[src/rtl/xlat_pkg.sv]
// Shared definitions for the translation cache: access kinds and the
// permission check. Assumes a three-bit permission field (read, write, execute).
package xlat_pkg;

    localparam int PROT_W = 3;
    localparam int PROT_R = 0;
    localparam int PROT_WR = 1;
    localparam int PROT_X = 2;

    typedef enum logic [1:0] {
        ACC_READ  = 2'd0,
        ACC_WRITE = 2'd1,
        ACC_EXEC  = 2'd2,
        ACC_RSVD  = 2'd3
    } acc_e;

    // Returns 1 when the permission bits allow the requested access kind.
    function automatic logic perm_allows(input logic [PROT_W-1:0] prot,
                                         input logic [1:0] acc);
        logic ok;
        case (acc_e'(acc))
            ACC_READ:  ok = prot[PROT_R];
            ACC_WRITE: ok = prot[PROT_WR];
            ACC_EXEC:  ok = prot[PROT_X];
            default:   ok = 1'b0;
        endcase
        return ok;
    endfunction

endpackage

[src/rtl/xlat_entry_store.sv]
// Entry storage and associative match for the translation cache.
// Holds N entries (valid, identifier, page, frame, permissions), compares
// all of them against the lookup key and against the refill key, and returns
// the lowest matching entry. Assumes the writer never creates two entries
// with the same page and identifier. Flush has priority over a write.
module xlat_entry_store #(
    parameter int N      = 16,
    parameter int ASID_W = 8,
    parameter int VPN_W  = 20,
    parameter int PFN_W  = 20,
    parameter int PROT_W = 3,
    parameter int IDX_W  = $clog2(N)
) (
    input  logic              clk,
    input  logic              rst_n,
    input  logic              flush,
    input  logic              wr_en,
    input  logic [IDX_W-1:0]  wr_idx,
    input  logic [ASID_W-1:0] wr_asid,
    input  logic [VPN_W-1:0]  wr_vpn,
    input  logic [PFN_W-1:0]  wr_pfn,
    input  logic [PROT_W-1:0] wr_prot,
    input  logic [VPN_W-1:0]  q_vpn,
    input  logic [ASID_W-1:0] q_asid,
    output logic              q_hit,
    output logic [PFN_W-1:0]  q_pfn,
    output logic [PROT_W-1:0] q_prot,
    input  logic [VPN_W-1:0]  p_vpn,
    input  logic [ASID_W-1:0] p_asid,
    output logic              p_hit,
    output logic [IDX_W-1:0]  p_idx,
    output logic [N-1:0]      vld_vec
);

    typedef struct packed {
        logic              vld;
        logic [ASID_W-1:0] asid;
        logic [VPN_W-1:0]  vpn;
        logic [PFN_W-1:0]  pfn;
        logic [PROT_W-1:0] prot;
    } entry_t;

    logic [PFN_W-1:0]  pfn_a  [N];
    logic [PROT_W-1:0] prot_a [N];
    logic [N-1:0]      q_match;
    logic [N-1:0]      p_match;

    for (genvar i = 0; i < N; i++) begin : g_ent
        entry_t ent_q;

        // Hold one entry: clear on reset or flush, load on a targeted write.
        always_ff @(posedge clk) begin
            if (!rst_n) begin
                ent_q <= '0;
            end else if (flush) begin
                ent_q.vld <= 1'b0;
            end else if (wr_en && (wr_idx == IDX_W'(i))) begin
                ent_q.vld  <= 1'b1;
                ent_q.asid <= wr_asid;
                ent_q.vpn  <= wr_vpn;
                ent_q.pfn  <= wr_pfn;
                ent_q.prot <= wr_prot;
            end
        end

        assign vld_vec[i] = ent_q.vld;
        assign pfn_a[i]   = ent_q.pfn;
        assign prot_a[i]  = ent_q.prot;
        assign q_match[i] = ent_q.vld && (ent_q.vpn == q_vpn) && (ent_q.asid == q_asid);
        assign p_match[i] = ent_q.vld && (ent_q.vpn == p_vpn) && (ent_q.asid == p_asid);
    end

    // Pick the lowest matching entry for the lookup key.
    always_comb begin
        q_hit  = |q_match;
        q_pfn  = '0;
        q_prot = '0;
        for (int i = N - 1; i >= 0; i--) begin
            if (q_match[i]) begin
                q_pfn  = pfn_a[i];
                q_prot = prot_a[i];
            end
        end
    end

    // Locate an entry already holding the refill key.
    always_comb begin
        p_hit = |p_match;
        p_idx = '0;
        for (int i = N - 1; i >= 0; i--) begin
            if (p_match[i]) p_idx = IDX_W'(i);
        end
    end

    AST_FLUSH_EMPTIES: assert property (@(posedge clk) disable iff (!rst_n)
        flush |=> (vld_vec == '0)) else $error("flush left a valid entry");
    AST_UNIQUE_MATCH: assert property (@(posedge clk) disable iff (!rst_n)
        $onehot0(q_match)) else $error("two entries matched one key");

endmodule

[src/rtl/xlat_victim_pick.sv]
// Chooses the entry a refill writes: the entry already holding the key,
// else the lowest empty entry, else the one under a rotating pointer.
// The pointer only moves when a refill replaces a live entry of a full store.
module xlat_victim_pick #(
    parameter int N     = 16,
    parameter int IDX_W = $clog2(N)
) (
    input  logic             clk,
    input  logic             rst_n,
    input  logic [N-1:0]     vld_vec,
    input  logic             reuse_hit,
    input  logic [IDX_W-1:0] reuse_idx,
    input  logic             take,
    output logic [IDX_W-1:0] victim_idx
);

    logic [IDX_W-1:0] rr_q;
    logic [IDX_W-1:0] free_idx;
    logic             full;

    // Find the lowest empty entry.
    always_comb begin
        full     = &vld_vec;
        free_idx = '0;
        for (int i = N - 1; i >= 0; i--) begin
            if (!vld_vec[i]) free_idx = IDX_W'(i);
        end
    end

    // Apply the reuse, free, rotate priority.
    always_comb begin
        if (reuse_hit)  victim_idx = reuse_idx;
        else if (!full) victim_idx = free_idx;
        else            victim_idx = rr_q;
    end

    // Advance the rotating pointer after each replacement in a full store.
    always_ff @(posedge clk) begin
        if (!rst_n) begin
            rr_q <= '0;
        end else if (take && !reuse_hit && full) begin
            rr_q <= (rr_q == IDX_W'(N - 1)) ? '0 : rr_q + 1'b1;
        end
    end

    AST_FREE_FIRST: assert property (@(posedge clk) disable iff (!rst_n)
        (take && !reuse_hit && !full) |-> !vld_vec[victim_idx])
        else $error("refill overwrote a live entry while space was free");

endmodule

[src/rtl/xlat_cache.sv]
// Top of the translation cache. Splits the lookup address into page and
// offset, queries the entry store, checks permissions and registers one
// outcome per lookup. Refills go to the entry chosen by the victim picker.
// Assumes page offset width OFF_W and equal virtual/physical offset.
module xlat_cache #(
    parameter int N      = 16,
    parameter int VA_W   = 32,
    parameter int PA_W   = 32,
    parameter int OFF_W  = 12,
    parameter int ASID_W = 8,
    parameter int VPN_W  = VA_W - OFF_W,
    parameter int PFN_W  = PA_W - OFF_W
) (
    input  logic              clk,
    input  logic              rst_n,
    input  logic              lk_valid,
    input  logic [VA_W-1:0]   lk_vaddr,
    input  logic [ASID_W-1:0] lk_asid,
    input  logic [1:0]        lk_acc,
    input  logic              ins_valid,
    input  logic [VPN_W-1:0]  ins_vpn,
    input  logic [ASID_W-1:0] ins_asid,
    input  logic [PFN_W-1:0]  ins_pfn,
    input  logic [2:0]        ins_prot,
    input  logic              flush,
    output logic              res_hit,
    output logic              res_miss,
    output logic              res_pfault,
    output logic [PA_W-1:0]   res_paddr
);

    localparam int IDX_W  = $clog2(N);
    localparam int PROT_W = xlat_pkg::PROT_W;

    logic [VPN_W-1:0]  lk_vpn;
    logic [OFF_W-1:0]  lk_off;
    logic              collide;
    logic              wr_en;
    logic              q_hit;
    logic [PFN_W-1:0]  q_pfn;
    logic [PROT_W-1:0] q_prot;
    logic              p_hit;
    logic [IDX_W-1:0]  p_idx;
    logic [N-1:0]      vld_vec;
    logic [IDX_W-1:0]  victim_idx;
    logic              allowed;

    // Split the address and flag same-cycle hazards.
    always_comb begin
        lk_vpn  = lk_vaddr[VA_W-1:OFF_W];
        lk_off  = lk_vaddr[OFF_W-1:0];
        collide = ins_valid && (ins_vpn == lk_vpn);
        wr_en   = ins_valid && !flush;
        allowed = xlat_pkg::perm_allows(q_prot, lk_acc);
    end

    xlat_entry_store #(
        .N(N), .ASID_W(ASID_W), .VPN_W(VPN_W), .PFN_W(PFN_W),
        .PROT_W(PROT_W), .IDX_W(IDX_W)
    ) u_store (
        .clk     (clk),
        .rst_n   (rst_n),
        .flush   (flush),
        .wr_en   (wr_en),
        .wr_idx  (victim_idx),
        .wr_asid (ins_asid),
        .wr_vpn  (ins_vpn),
        .wr_pfn  (ins_pfn),
        .wr_prot (ins_prot),
        .q_vpn   (lk_vpn),
        .q_asid  (lk_asid),
        .q_hit   (q_hit),
        .q_pfn   (q_pfn),
        .q_prot  (q_prot),
        .p_vpn   (ins_vpn),
        .p_asid  (ins_asid),
        .p_hit   (p_hit),
        .p_idx   (p_idx),
        .vld_vec (vld_vec)
    );

    xlat_victim_pick #(.N(N), .IDX_W(IDX_W)) u_victim (
        .clk        (clk),
        .rst_n      (rst_n),
        .vld_vec    (vld_vec),
        .reuse_hit  (p_hit),
        .reuse_idx  (p_idx),
        .take       (wr_en),
        .victim_idx (victim_idx)
    );

    // Register one outcome per lookup; all zero when no lookup was presented.
    always_ff @(posedge clk) begin
        if (!rst_n) begin
            res_hit    <= 1'b0;
            res_miss   <= 1'b0;
            res_pfault <= 1'b0;
            res_paddr  <= '0;
        end else begin
            res_hit    <= 1'b0;
            res_miss   <= 1'b0;
            res_pfault <= 1'b0;
            res_paddr  <= '0;
            if (lk_valid) begin
                if (flush || collide || !q_hit) begin
                    res_miss <= 1'b1;
                end else if (allowed) begin
                    res_hit   <= 1'b1;
                    res_paddr <= {q_pfn, lk_off};
                end else begin
                    res_pfault <= 1'b1;
                end
            end
        end
    end

    AST_ONE_FLAG: assert property (@(posedge clk) disable iff (!rst_n)
        $onehot0({res_hit, res_miss, res_pfault})) else $error("several outcome flags");
    AST_FLAG_NEEDS_REQ: assert property (@(posedge clk) disable iff (!rst_n)
        (res_hit || res_miss || res_pfault) |-> $past(lk_valid)) else $error("outcome without lookup");
    AST_OFFSET_PASS: assert property (@(posedge clk) disable iff (!rst_n)
        res_hit |-> (res_paddr[OFF_W-1:0] == $past(lk_vaddr[OFF_W-1:0]))) else $error("offset changed");
    AST_NOHIT_NOADDR: assert property (@(posedge clk) disable iff (!rst_n)
        !res_hit |-> (res_paddr == '0)) else $error("address without hit");
    AST_FLUSH_MISS: assert property (@(posedge clk) disable iff (!rst_n)
        $past(lk_valid && flush) |-> res_miss) else $error("lookup during flush did not miss");
    AST_COLLIDE_MISS: assert property (@(posedge clk) disable iff (!rst_n)
        $past(lk_valid && collide) |-> res_miss) else $error("colliding lookup did not miss");

endmodule

[config.mk]
export PLATFORM = sky130hd
export DESIGN_NAME = xlat_cache
export DESIGN_NICKNAME = d
export VERILOG_FILES = /design/src/rtl/xlat_pkg.sv /design/src/rtl/xlat_entry_store.sv /design/src/rtl/xlat_victim_pick.sv /design/src/rtl/xlat_cache.sv
export SDC_FILE = /design/constraint.sdc
export NUM_CORES = 2
export LEC_CHECK = 0
export BUFFER_PORTS_ARGS = -buffer_cell sky130_fd_sc_hd__buf_2
export CAP_MARGIN = 25
export CORE_ASPECT_RATIO = 0.8
export CORE_MARGIN = 1
export CORE_UTILIZATION = 69
export DETAILED_ROUTE_END_ITERATION = 8
export PLACE_DENSITY_LB_ADDON = 0.05
export SLEW_MARGIN = 20
export SYNTH_ARGS = -nofsm -noshare
export SYNTH_HDL_FRONTEND = slang
export SYNTH_SLANG_ARGS = --single-unit
[constraint.sdc]
create_clock -name clk -period 7.22 [get_ports clk]
set_clock_uncertainty 0.15 [all_clocks]
set_input_delay 0.722 -clock clk [delete_from_list [all_inputs] [get_ports clk]]
set_output_delay 0.722 -clock clk [all_outputs]
set_load 0.1 [all_outputs]
* Word-level counts from Yosys, hierarchy flattened *
Cells that the tools add are included.

word-level totals
  input bits = 98
  output and inout bits = 35
  bits in registers = 871

operators by class
  reductions and logical operators = 114
  equal/unequal tests = 83
  add/subtract/negate cells = 1
  bitwise operators = 4
  muxes and demuxes = 71

operator list
  kind                                                                   count
  20-bit equality test                                                   33
  20-bit two-way mux                                                     16
  8-bit equality test                                                    32
  4-bit two-way mux                                                      35
  1-bit logical AND                                                      84
  3-bit two-way mux                                                      16
  4-bit equality test, second input constant                             9
  2-bit AND reduction                                                    17
  16-bit OR reduction                                                    2
  4-bit by 3-bit equality test with 1-bit output, second input constant  4
  16-bit AND reduction                                                   1
  4-bit by 2-bit equality test with 1-bit output, second input constant  2
  4-bit by 1-bit adder with 4-bit output, second input constant          1
  4-bit by 1-bit equality test with 1-bit output, second input constant  1
  4-bit zero test                                                        1
  1-bit inverter                                                         4
  4-bit OR reduction                                                     1
  1-bit zero test                                                        3
  1-bit two-way mux                                                      3
  1-bit case mux with 3 select lines                                     1
  3-bit OR reduction                                                     1
  2-bit by 1-bit equality test with 1-bit output, second input constant  1
  2-bit equality test, second input constant                             1
  2-bit zero test                                                        1
  other kinds (2)                                                        3

* Logic depth before layout (Yosys ltp) *
  depth after elaboration = 23
  gate-level depth with buffers = 17
  gate-level depth less buffers = 10

* By module *
Synthesis repeated with hierarchy kept, for this count alone.

second synthesis, totals
  cell total of the unflattened synthesis = 5,990
  area, all modules = 47,036.4 µm²

by module, submodules not included
  module            area each (µm²)  instances  cells each  seq. area each (µm²)
  xlat_entry_store  45,278.4         1          5,810       16,656.0
  xlat_cache        1,272.5          1          115         700.7
  xlat_victim_pick  485.5            1          65          80.1

* Worst setup path after synthesis *
No wires, ideal clock.

  kind = in2reg
  from = input port lk_vaddr[15]
  to = register res_hit
  path slack = 3.416 ns
  buffers on the path = 4
  arrival = 3.517 ns
  setup time = 0.136 ns
  cell stages on the path = 14
  cell sequence = buf_2 buf_2 xnor2_1 nand4_1 nor4_1 nand4_1 or3b_2 o21ai_0 o21ai_0 o211ai_1 o311a_1 clkbuf_1 clkbuf_1 a31oi_1

on the way
  longest elaborated chain between the ends = 21
  elaborated cells between the ends (all ways) = 73
  those cells by class = eq/ne (17); mux (18); reduce/logical (38)

ends and longest elaborated chain
  item                                line                    text
  from (decl)                         xlat_cache.sv:17        input logic [VA_W-1:0] lk_vaddr,
  20-bit equality test                xlat_entry_store.sv:69  assign q_match[i] = ent_q.vld && (ent_q.vpn == q_vpn) && (ent_q.asid == q_asid);
  1-bit logical AND (2 in series)     xlat_entry_store.sv:69
  3-bit two-way mux (16 in series)    xlat_entry_store.sv:79  if (q_match[i]) begin
  1-bit case mux with 3 select lines  xlat_pkg.sv:21          case (acc_e'(acc))
  1-bit two-way mux                   xlat_cache.sv:107       end else if (allowed) begin
  to (signal assigned)                xlat_cache.sv:95        res_hit <= 1'b0;
  to (signal assigned)                xlat_cache.sv:100       res_hit <= 1'b0;
  to (signal assigned)                xlat_cache.sv:108       res_hit <= 1'b1;
  to (decl)                           xlat_cache.sv:26        output logic res_hit,

Parallel ways exist; a longest one is shown, timed or not.
A chain may end at the register's enable or synchronous reset.

* Final worst setup path *
  from = input port ins_vpn[9]
  to = register u_store.g_ent[4].ent_q[6] (netlist bit)

on the way
  longest elaborated chain between the ends = 23
  elaborated cells between the ends (all ways) = 69
  those cells by class = eq/ne (17); mux (17); reduce/logical (35)

ends and longest elaborated chain
  item                                              line                    text
  from (decl)                                       xlat_cache.sv:21        input logic [VPN_W-1:0] ins_vpn,
  20-bit equality test                              xlat_entry_store.sv:70  assign p_match[i] = ent_q.vld && (ent_q.vpn == p_vpn) && (ent_q.asid == p_asid);
  1-bit logical AND (2 in series)                   xlat_entry_store.sv:70
  4-bit two-way mux (16 in series)                  xlat_entry_store.sv:91  if (p_match[i]) p_idx = IDX_W'(i);
  4-bit two-way mux *                               xlat_victim_pick.sv:32  if (reuse_hit) victim_idx = reuse_idx;
  4-bit by 3-bit equality test with 1-bit output *  xlat_entry_store.sv:57  end else if (wr_en && (wr_idx == IDX_W'(i))) begin
  1-bit logical AND *                               xlat_entry_store.sv:57
  2-bit AND reduction (no source line) *            --
  to (decl)                                         xlat_entry_store.sv:49  entry_t ent_q;

Mark *: on every way between the ends. The rest lies on a longest branch, timed or not.

==> flow_summary.yaml <==
outcome:
  status: "complete, no violations"
pwr:
  max-vdd-ir-drop_mv: 0.188
  leakagePower_nw: 20.3
  comb_power_share_pct: 9.6
  p_int_mw: 7.93
  clkPwrFrac_pct: 45.5
  power.share.sequential_pct: 44.9
  total_power_mw: 10.8
  power.density_nw_per_um2: 200
  p_sw_share_pct: 26.9
  switching_power_mw: 2.92
final_layout:
  final_common_cell: "dfxtp_1"
  final_area_um2: 54200
  area_growth_pct: 7.34
  layout_common_cells: "dfxtp_1, xnor2_1, nand2_1, nand3_1, mux2i_1"
  final_nets: 5892
  drive_gt1_share_pct: 8.75
  post-route-util_pct: 75.0
placement:
  preCtsSetupSlack_ns: 1.59
  dp_hpwl_mm: 133
  gp_congestion: 1.07
  portBuffers: 132
  placed_area_um2: 51000
die:
  die_area_um2: 74200
  rows: 88
  dieWidth_um: 304
  fp.dieH_um: 244
  start_util_pct: 69.9
  fp.coreArea_um2: 72200
  io_pins: 133
worst_hold_path:
  hold_class: "in2reg"
synth:
  synth_top_flop_cell: "dfxtp_1"
  synth_area_um2: 50500
  synth_nets: 6160
  synth-seq-cells: 871
  synth_edf_count: 0
  yosysSeqAreaShare_pct: 34.6
  synth.distinct_cells: 75
  synthCells: 6061
  async_reset_ff_share_pct: 0
  synth_warnings: 0
  synth.avg_cell_area_um2: 8.33
sta:
  timing.final.crit_share_pct: 72.9
  post-route-min-period_ns: 5.26
  grt_setup_unrepaired: "no"
  tns_ns: 0
  slew_headroom_pct: 15.8
  hold_violations: 0
  worst_pin_slew_ns: 1.26
  fin_ws_ns: 1.96
  drv_slew: 0
  clock.fmax_mhz: 190
  finalSetupViolCount: 0
drt:
  via_per_inst: 7.48
  wl_per_cell_um: 30.9
  first_pass_iters: 7
  num_vias: 50900
  first_iter_violations: 10200
  drt_wl_total_mm: 210
  drtAntennaViolNets: 0
  drc: 0
clocking:
  clk_pin_slew_ns: 0.06
  h-tree-depth: 3
  cts_buffer_depth: 3
  cts-root-buf: "clkbuf_16"
  cts_setup_buffers: 0
  cts_resized: 0
  cts_made_buffers: 87
  clk_latency_ns: 0.70
  postCtsHoldBufs: 0
  cts_sinks: 871
  cts_tree: "built"
grt:
  antenna_found_initial: 7
  grt_pass1_vias: 45700
  grt_pass1_wl_mm: 303
  overflow: 0
  grt_max_degree: 208
  grt_usage_pct: 54.4
worst_setup_path:
  crit_required_ns: 7.67
  cp-end-kind: "flop"
  setup.worst_path.start_class: "primary input"
  cp.arrival_ns: 5.71
  criticalPathCategory: "in2reg"
  cp_max_fo: 30
job:
  drv_cap: 0
area by class of cell:
cell class / count / area, um^2
sequential: 871 / 17400
antenna: 3 / 7.51
fill: 5386 / 18100
clock inverter: 34 / 488
inverter: 85 / 324
clock buffer: 122 / 2540
multi-input combinational: 4437 / 29900
timing repair buffer: 311 / 2290
tap: 945 / 1180
layer usage:
layer / routed length (um) / vias up / track usage, %
met2: 79200 / 4601 / 71.6
met4: 14500 / 10 / 30.1
li1: - / 21200 / -
met3: 39100 / 1121 / 24.7
met5: 86 / - / 0
met1: 77500 / 24000 / 72.7
worst max-delay path, cell delays in order:
cell,delay [ns]
buf_2,0.76
xnor2_1,0.21
nand2_1,0.08
a2111oi_0,0.69
nand4_1,0.51
nand4_1,0.33
nor2_1,0.07
a211o_1,0.53
nor2_4,0.51
and3_4,0.66
buf_12,0.35
mux2i_1,0.23
metrics by stage:
stage / hold slack [ns] / instances
after floorplan: 0.280 / 6061
after global placement: 0.286 / 6642
after detailed placement: 0.296 / 6643
after CTS: 0.0891 / 6799
after global routing: 0.0977 / 6805
final: 0.100 / 6808
power by group through the flow:
stage	clock, mW	combinational, mW	sequential [mW]
floorplan	0	0.601	4.96
global placement	0	0.951	4.97
detailed placement	0	0.953	4.97
CTS	4.88	0.959	4.86
global route	5.08	1.03	4.86
finish	4.94	1.04	4.87
logic make-up after synthesis:
| logic type | Yosys count | synth area share [%] |
|---|---|---|
| mux | 437 | 8.68 |
| xor+xnor | 906 | 15.7 |
| buf+inv | 753 | 6.67 |
| compound gates | 1020 | 13.2 |
| simple gates | 2073 | 21.1 |
| fa+ha+maj | 1 | 0.0248 |
| flops | 871 | 34.6 |
synthesized netlist by cell type (9+ instances only):
cell       number  area, um^2
a21oi_1       301        1510
a221o_1        20         200
a221oi_1       19         166
a311o_1        20         200
a31oi_1        41         257
and2_1         11        68.8
and3_1         27         169
buf_1          15        56.3
buf_2         180         901
buf_4          59         443
buf_6          12         135
clkbuf_1      398        1490
dfxtp_1       871       17400
inv_1          85         319
mux2i_1       433        4330
nand2_1       585        2200
nand2b_1       11        68.8
nand3_1       500        2500
nand4_1       389        2430
nor2_1        113         424
nor2b_1        12        75.1
nor3_1         35         175
nor3b_1         9        67.6
nor4_1        126         788
o2111ai_1     205        1800
o21a_1         44         330
o21ai_0       239        1200
o21ai_1        30         150
o21bai_1       23         173
o221ai_1       22         193
or3_1         205        1280
xnor2_1       592        5180
xor2_1        314        2750
registers in the layout, summed over array words and instances (netlist names):
| name | cells |
|---|---|
| res_pfault | 1 |
| res_miss | 1 |
| u_store.g_ent.ent_q | 816 |
| u_victim.rr_q | 4 |
| res_paddr | 32 |
| res_hit | 1 |
| u_store.vld_vec | 16 |
path summary, 6_finish.rpt:
path              cells past startpoint                                startpoint  slack, ns                                  endpoint
setup / recovery                     12                                ins_vpn[9]       1.96    u_store.g_ent[4].ent_q[6]$_SDFFE_PN0P_
hold / removal                        3                               lk_vaddr[9]       0.10                   res_paddr[9]$_SDFF_PP0_
setup reg to reg                     10           u_store.vld_vec[7]$_SDFFE_PP0P_       2.31    u_store.g_ent[4].ent_q[6]$_SDFFE_PN0P_
hold reg to reg                       2  u_store.g_ent[12].ent_q[12]$_SDFFE_PN0P_       0.31  u_store.g_ent[12].ent_q[12]$_SDFFE_PN0P_
No activity file was read; power rests on OpenSTA's default activity.
